[src/rtl/resv_pkg.sv]
package resv_pkg;
  // Table update strobes from the control to the datapath.
  typedef struct packed {
    logic llUpdate;   // move the requester's existing entry to the new granule
    logic llAlloc;    // allocate the first free entry for the requester
    logic clearAddr;  // invalidate all entries on the request granule
  } resvStrobes_t;
endpackage

[src/rtl/resv_table.sv]
module resv_table
  import resv_pkg::*;
#(
  parameter int TAG_W   = 29,
  parameter int CTX_W   = 4,
  parameter int ENTRIES = 8
) (
  input  logic               clk,
  input  logic               rstN,
  input  resvStrobes_t       strobes,
  input  logic [TAG_W-1:0]   reqTag,
  input  logic [CTX_W-1:0]   reqCtx,
  output logic [ENTRIES-1:0] ctxHit,
  output logic [ENTRIES-1:0] tagHit,
  output logic               tableFull
);
  logic [ENTRIES-1:0] entValid;
  logic [TAG_W-1:0]   entTag [ENTRIES];
  logic [CTX_W-1:0]   entCtx [ENTRIES];
  logic [ENTRIES-1:0] allocSel;

  // One-hot select of the lowest free entry.
  always_comb begin
    allocSel = '0;
    for (int i = ENTRIES - 1; i >= 0; i--) begin
      if (!entValid[i]) allocSel = ENTRIES'(1) << i;
    end
  end

  assign tableFull = &entValid;

  generate
    for (genvar g = 0; g < ENTRIES; g++) begin : gEntry
      assign ctxHit[g] = entValid[g] && (entCtx[g] == reqCtx);
      assign tagHit[g] = entValid[g] && (entTag[g] == reqTag);

      always_ff @(posedge clk) begin
        if (!rstN) begin
          entValid[g] <= 1'b0;
          entTag[g]   <= '0;
          entCtx[g]   <= '0;
        end else if (strobes.clearAddr) begin
          if (tagHit[g]) entValid[g] <= 1'b0;
        end else if (strobes.llUpdate) begin
          if (ctxHit[g]) entTag[g] <= reqTag;
        end else if (strobes.llAlloc && allocSel[g]) begin
          entValid[g] <= 1'b1;
          entTag[g]   <= reqTag;
          entCtx[g]   <= reqCtx;
        end
      end
    end
  endgenerate
endmodule

[src/rtl/resv_ctrl.sv]
module resv_ctrl
  import resv_pkg::*;
#(
  parameter int ENTRIES = 8
) (
  input  logic               clk,
  input  logic               rstN,
  input  logic               reqValid,
  input  logic               reqRead,
  input  logic               reqWrite,
  input  logic               reqLocked,
  input  logic [ENTRIES-1:0] ctxHit,
  input  logic [ENTRIES-1:0] tagHit,
  input  logic               tableFull,
  output resvStrobes_t       strobes,
  output logic               rspValid,
  output logic               writePermit,
  output logic               condResult,
  output logic               overflow
);
  logic isStore, isLoadLocked, haveEntry, ownMatch, condOk, dropLl;

  assign isStore      = reqValid && reqWrite;
  assign isLoadLocked = reqValid && !reqWrite && reqRead && reqLocked;
  assign haveEntry    = |ctxHit;
  assign ownMatch     = |(ctxHit & tagHit);
  assign condOk       = isStore && reqLocked && ownMatch;
  assign dropLl       = isLoadLocked && !haveEntry && tableFull;

  always_comb begin
    strobes           = '0;
    strobes.clearAddr = isStore;
    strobes.llUpdate  = isLoadLocked && haveEntry;
    strobes.llAlloc   = isLoadLocked && !haveEntry && !tableFull;
  end

  always_ff @(posedge clk) begin
    if (!rstN) begin
      rspValid    <= 1'b0;
      writePermit <= 1'b0;
      condResult  <= 1'b0;
      overflow    <= 1'b0;
    end else begin
      rspValid    <= reqValid;
      writePermit <= isStore && (!reqLocked || condOk);
      condResult  <= condOk;
      overflow    <= dropLl;
    end
  end
endmodule

[src/rtl/resv_monitor.sv]
module resv_monitor
  import resv_pkg::*;
#(
  parameter int ADDR_W    = 32,
  parameter int CTX_W     = 4,
  parameter int ENTRIES   = 8,
  parameter int GRAN_BITS = 3
) (
  input  logic              clk,
  input  logic              rstN,
  input  logic              reqValid,
  input  logic              reqRead,
  input  logic              reqWrite,
  input  logic              reqLocked,
  input  logic [ADDR_W-1:0] reqAddr,
  input  logic [CTX_W-1:0]  reqCtx,
  output logic              rspValid,
  output logic              writePermit,
  output logic              condResult,
  output logic              overflow
);
  localparam int TAG_W = ADDR_W - GRAN_BITS;

  resvStrobes_t       strobes;
  logic [TAG_W-1:0]   reqTag;
  logic [ENTRIES-1:0] ctxHit, tagHit;
  logic               tableFull;
  logic               unusedLowBits;

  assign reqTag        = reqAddr[ADDR_W-1:GRAN_BITS];
  assign unusedLowBits = ^reqAddr[GRAN_BITS-1:0];

  resv_table #(.TAG_W(TAG_W), .CTX_W(CTX_W), .ENTRIES(ENTRIES)) uTable (
    .clk(clk), .rstN(rstN), .strobes(strobes), .reqTag(reqTag), .reqCtx(reqCtx),
    .ctxHit(ctxHit), .tagHit(tagHit), .tableFull(tableFull)
  );

  resv_ctrl #(.ENTRIES(ENTRIES)) uCtrl (
    .clk(clk), .rstN(rstN), .reqValid(reqValid), .reqRead(reqRead),
    .reqWrite(reqWrite), .reqLocked(reqLocked), .ctxHit(ctxHit), .tagHit(tagHit),
    .tableFull(tableFull), .strobes(strobes), .rspValid(rspValid),
    .writePermit(writePermit), .condResult(condResult), .overflow(overflow)
  );
endmodule

[config.mk]
export PLATFORM = sky130hd
export DESIGN_NAME = resv_monitor
export DESIGN_NICKNAME = d
export VERILOG_FILES = /design/src/rtl/resv_pkg.sv /design/src/rtl/resv_table.sv /design/src/rtl/resv_ctrl.sv /design/src/rtl/resv_monitor.sv
export SDC_FILE = /design/constraint.sdc
export NUM_CORES = 1
export LEC_CHECK = 0
export BUFFER_PORTS_ARGS = -buffer_cell sky130_fd_sc_hd__buf_2
export CORE_MARGIN = 2
export CORE_UTILIZATION = 62
export CTS_CLUSTER_DIAMETER = 80
export DETAILED_ROUTE_END_ITERATION = 6
export HOLD_SLACK_MARGIN = 0.1
export PLACE_DENSITY = 0.8
export SKIP_LAST_GASP = 1
export SYNTH_ARGS = -nofsm -noshare
export SYNTH_HDL_FRONTEND = slang
export SYNTH_SLANG_ARGS = --single-unit
[constraint.sdc]
create_clock -name clk -period 4.4 [get_ports clk]
set_input_delay 0.22 -clock clk [delete_from_list [all_inputs] [get_ports clk]]
set_output_delay 0.22 -clock clk [all_outputs]
set_load 0.03 [all_outputs]
**Word level (Yosys, flattened, before mapping)**

Memories as Yosys holds them, arrays and structs flattened.
Index checks and enable logic that the tools add are counted.

- Bits in writable memories: 264
- Input port bits: 42
- Latch bits: 0
- Memories: 2
- Logic and storage cells: 268
- Output and inout port bits: 4
- Bits in read-only memories: 0
- Flip-flop bits (word level): 12

- Shift operators: 0
- $lt $le $gt $ge: 0
- $mul: 0
- Multiplexer cells: 145
- Reduce and logical (&&, ||, !) cells: 59
- Bitwise logic cells: 25
- Add/subtract/negate cells: 0
- Div/mod/pow operators: 0
- Equality and inequality tests: 25

Memories:

| memory | depth | bits a word | read ports | clocked after memory_dff | write ports | RTL line | text |
|---|---|---|---|---|---|---|---|
| uTable.entTag | 8 | 29 | 8 | 0 | 8 | resv_table.sv:18 | `logic [TAG_W-1:0] entTag [ENTRIES];` |
| uTable.entCtx | 8 | 4 | 8 | 0 | 8 | resv_table.sv:19 | `logic [CTX_W-1:0] entCtx [ENTRIES];` |

Operators with widths:

| operator | count |
|---|---|
| 29-bit 2-to-1 mux | 16 |
| 29-bit == test | 8 |
| 1-bit 2-to-1 mux | 113 |
| 8-bit 2-to-1 mux | 8 |
| 1-bit logical AND | 35 |
| 4-bit == test | 8 |
| 4-bit 2-to-1 mux | 8 |
| 1-bit bitwise OR | 24 |
| 3-bit AND reduction | 8 |
| 2-bit by 1-bit inequality test with 1-bit output (second input constant) | 9 |
| 2-bit nonzero test | 8 |
| 8-bit OR reduction | 2 |
| 8-bit bitwise AND | 1 |
| 8-bit AND reduction | 1 |
| 1-bit zero test | 4 |
| 1-bit logical OR | 1 |

**Depth between registers and ports, before layout**

- Depth in word-level cells: 15
- Gate-level depth with buffers: 11
- Depth with buffers taken out: 7

**Hierarchy**

Synthesis repeated with hierarchy kept, for this count alone.

- Cells, all modules: 1104
- Area total of the unflattened synthesis: 13277.7 sq um

By module, submodules not included:

| module | instances | seq. area each (sq um) | cells each | area each (sq um) |
|---|---|---|---|---|
| resv_table | 1 | 8087.8 | 1081 | 13053.8 |
| resv_ctrl | 1 | 80.1 | 23 | 224.0 |

**Least setup slack after synthesis**

Ideal clock, no wire load.

- Path kind: in2reg
- Start: input port reqCtx[3]
- End: memory uTable.entTag[3][13], in the netlist uTable.entTag[0][100] (enable)
- Path buffers: 2
- Setup time: 429 ps
- Path slack: 920 ps
- Stages: 9
- Required time: 3971 ps
- Data arrival time: 3052 ps
- Path through: buf_6 -> inv_2 -> o221ai_1 -> or4_1 -> nand4_4 -> or3_4 -> buf_6 -> nand2b_1 -> o221ai_1

RTL lines:

| item | RTL line | text |
|---|---|---|
| start, declared | resv_monitor.sv:16 | `input logic [CTX_W-1:0] reqCtx,` |
| end, declared | resv_table.sv:18 |  |

==> impl_metrics.csv <==
group,metric,value,unit
timing,tightest_slew,1.181,ns
timing,setup_viol,0,
detailed_routing,wl_per_cell,21.26,um
clock_tree,ctsHoldBuffers,4,
critical_path,crit_path_max_fanout,29,
grt,grtUsageMet2,42.30,%
timing,rsz0062_at_grt,"no",
yosys,synth_edf_count,264,
clock_tree,cts_setup_buffers,0,
power_and_ir_drop,internal_power,4.431,mW
floorplan,core_area,21820,um2
critical_path,cpMaxStageDelayCell,"o21ai_0",
yosys,syn_inst,1084,
place,port_buffers,42,
yosys,syn_area,13800,um2
clock_tree,cts-root-buf,"clkbuf_16",
clock_tree,h-tree-depth,1,
critical_path,path_common_cell,"and3_1",
yosys,synth_top_area_share,57.44,%
timing,maxSlewViolCount,0,
critical_path,critPathLaunchType,"flop",
power_and_ir_drop,p_per_area,380.3,nW/um2
grt,grt.overflow.total,0,
grt,grt_pass1_wl,45130,um
layout,layout_commonest_cell,"edfxtp_1",
timing,fmax,0.3195,GHz
yosys,synth_compound_area_share,2.176,%
timing,tns,0,ns
power_and_ir_drop,switching_power,1.252,mW
detailed_routing,route.detailed.drc,0,
yosys,synth_top_family_by_area,"simple AND/OR/NAND/NOR gates",
critical_path,crit_type,"reg -> reg",
critical_path,max_stage_delay,0.67,ns
layout,final_cell_mix,"264 x edfxtp_1, 159 x xnor2_1, 105 x nor2b_1",
power_and_ir_drop,p_comb_share,7.6,%
critical_path,worstPathArrival,3.33,ns
yosys,ys_ff_latch,276,
yosys,yosys.area_share.xor_xnor,16.56,%
grt,gr-max-usage-layer,"met2",
power_and_ir_drop,power.share.clock,39.6,%
yosys,yosys-top-cells-area,"edfxtp_1 57%, xnor2_1 10%, xor2_1 6.5%, nor2b_1 4.8%, and2_1 4.2%",
place,gp_congestion,0.8652,
power_and_ir_drop,p_leak,5.059,nW
yosys,yosysWarnings,0,
yosys,synth-adder-area-share,0,%
floorplan,fp.dieArea,23470,um2
floorplan,die_y,153.2,um
clock_tree,numCtsBuffers,28,
place,dpl.hpwl,17660,um
floorplan,fp-row-count,54,
grt,grt_util_met1,34.66,%
power_and_ir_drop,netSwitchingFraction,22.04,%
yosys,synth.mux.area_fraction,0,%
critical_path,cp-end-kind,"flop",
min_path,worst_hold_path_type,"in -> reg",
critical_path,r2r_setup_slack,1.27,ns
grt,grt_max_degree,30,
grt,antenna_found_initial,0,
timing,fin_crit_sh,71.14,%
detailed_routing,drt_iter0_drc,694,
layout,nets,1124,
yosys,synth.distinct_cells,45,
detailed_routing,vias,8041,
job,drv_cap,0,
clock_tree,cts_tree,"done",
clock_tree,cts_resized,0,
detailed_routing,via_per_inst,5.827,
yosys,synth_nets,1126,
floorplan,fp.dieW,153.2,um
detailed_routing,dr.pass1.iters,5,
detailed_routing,ant_nets,0,
layout,utilization,68.47,%
yosys,async_flop_share,0,%
timing,min_period,3.130,ns
power_and_ir_drop,irDropWorstVdd,0.3855,mV
layout,diodes,0,
power_and_ir_drop,seq_power_share,52.8,%
timing,finalClockSkew,0.01338,ns
layout,area_growth,8.268,%
floorplan,io_pins,46,
clock_tree,cts.sinks,276,
clock_tree,clock_path_buffers,3,
outcome,outcome,"completed",
yosys,synthSimpleGateAreaFrac,18.71,%
yosys,yosysTopAreaCell,"edfxtp_1",
clock_tree,clock_latency,0.54,ns
grt,grt_pass1_vias,7869,
timing,timing.slew.headroom,21.30,%
grt,grt_usage,25.32,%
detailed_routing,wl,29340,um
yosys,syn_avg_cell_area,12.73,um2
grt,use_met3,4.735,%
floorplan,initial_core_util,63.24,%
yosys,synth_ff_type,"edfxtp_1",
clock_tree,path_clk_slew,0.06,ns
critical_path,cp_cell_sequence,"and3_1 > and3_1 > nand4b_1 > o21ai_0 > o21bai_2 > buf_4",
timing,hold_viol,0,
layout,drive_gt1_share,13.55,%
yosys,ys_seq_area_share,59.18,%
critical_path,cp.required,4.60,ns
worst max-delay path: cells and delay by family, from the launching register on:
kind | cells | cell delay, ns
simple gates | 3 | 0.90
compound gates | 2 | 0.90
flops | 1 | 0.59
buf+inv | 1 | 0.38
per-stage QoR:
| stage | cell area (um2) | cells | setup WS, ns | hold slack, ns | power, mW |
|---|---|---|---|---|---|
| floorplan | 13800 | 1084 | 0.9196 | 0.3089 | 3.364 |
| CTS | 14940 | 1380 | 1.308 | 0.1378 | 5.715 |
| detailed placement | 14050 | 1328 | 1.163 | 0.4555 | 3.484 |
| finish | 14940 | 1380 | 1.270 | 0.1568 | 5.683 |
| global route | 14940 | 1380 | 1.058 | 0.1617 | 5.852 |
| global placement | 14050 | 1328 | 1.247 | 0.4370 | 3.468 |
kinds of logic (layout without fill, tap and decap cells):
kind of cell | Yosys count | count (layout)
AND/OR/NAND/NOR | 408 | 408
buffers and inverters | 96 | 112
AO/OA/AOI/OAI | 43 | 43
flip-flops | 276 | 276
XOR/XNOR | 261 | 261
Yosys cell counts (all sizes together) (3+ instances only):
library cell  instances
nor3                 13
nor4                 31
inv                   3
edfxtp              264
xor2                102
nor2                 28
o32a                  5
nand4                42
o21bai                4
or3                   4
buf                  23
clkbuf               69
nor2b               145
o22ai                 4
and2                 92
nand2b                6
or4                   3
nand2                16
nand3                15
o21a                  3
o21ai                13
a21oi                 4
and3                  6
xnor2               159
dfxtp                12
state kept, by name, indices dropped and copies added (netlist names):
register and flops:
uCtrl.condResult 1, uCtrl.overflow 1, uCtrl.rspValid 1, uCtrl.writePermit 1
uTable.entCtx 32, uTable.entTag 232, uTable.entValid 8
layer usage:
| layer | vias up | routed length [um] |
|---|---|---|
| met5 | - | 0 |
| met4 | 0 | 523 |
| met3 | 36 | 2235 |
| met2 | 281 | 14560 |
| met1 | 4003 | 12020 |
| li1 | 3721 | - |
power by group through the flow:
stage                     sequential (mW)  combinational, mW  clock [mW]
after global routing                 3.01              0.468        2.38
final                                3.00              0.432        2.25
after floorplan                      3.05              0.314           0
after detailed placement             3.05              0.430           0
after CTS                            3.00              0.435        2.28
after global placement               3.05              0.420           0
final timing paths:
path / end / from / cells past startpoint
max: uTable.entTag[1][108]$_DFFE_PP_ / uTable.entValid[0]$_SDFFE_PN0P_ / 6
min: uTable.entValid[0]$_SDFFE_PN0P_ / rstN / 2
max reg2reg: uTable.entTag[1][108]$_DFFE_PP_ / uTable.entValid[0]$_SDFFE_PN0P_ / 6
min reg2reg: uTable.entValid[1]$_SDFFE_PN0P_ / uTable.entValid[1]$_SDFFE_PN0P_ / 2
area by class of cell:
type / count / area, um2
tap: 280 / 350.3
clock buffer: 40 / 755.7
inverter: 4 / 15.01
sequential: 276 / 8168
fill: 1573 / 6880
timing repair buffer: 60 / 355.3
clock inverter: 8 / 101.3
multi-input combinational: 712 / 5197
(Power assumes the default switching activity.)
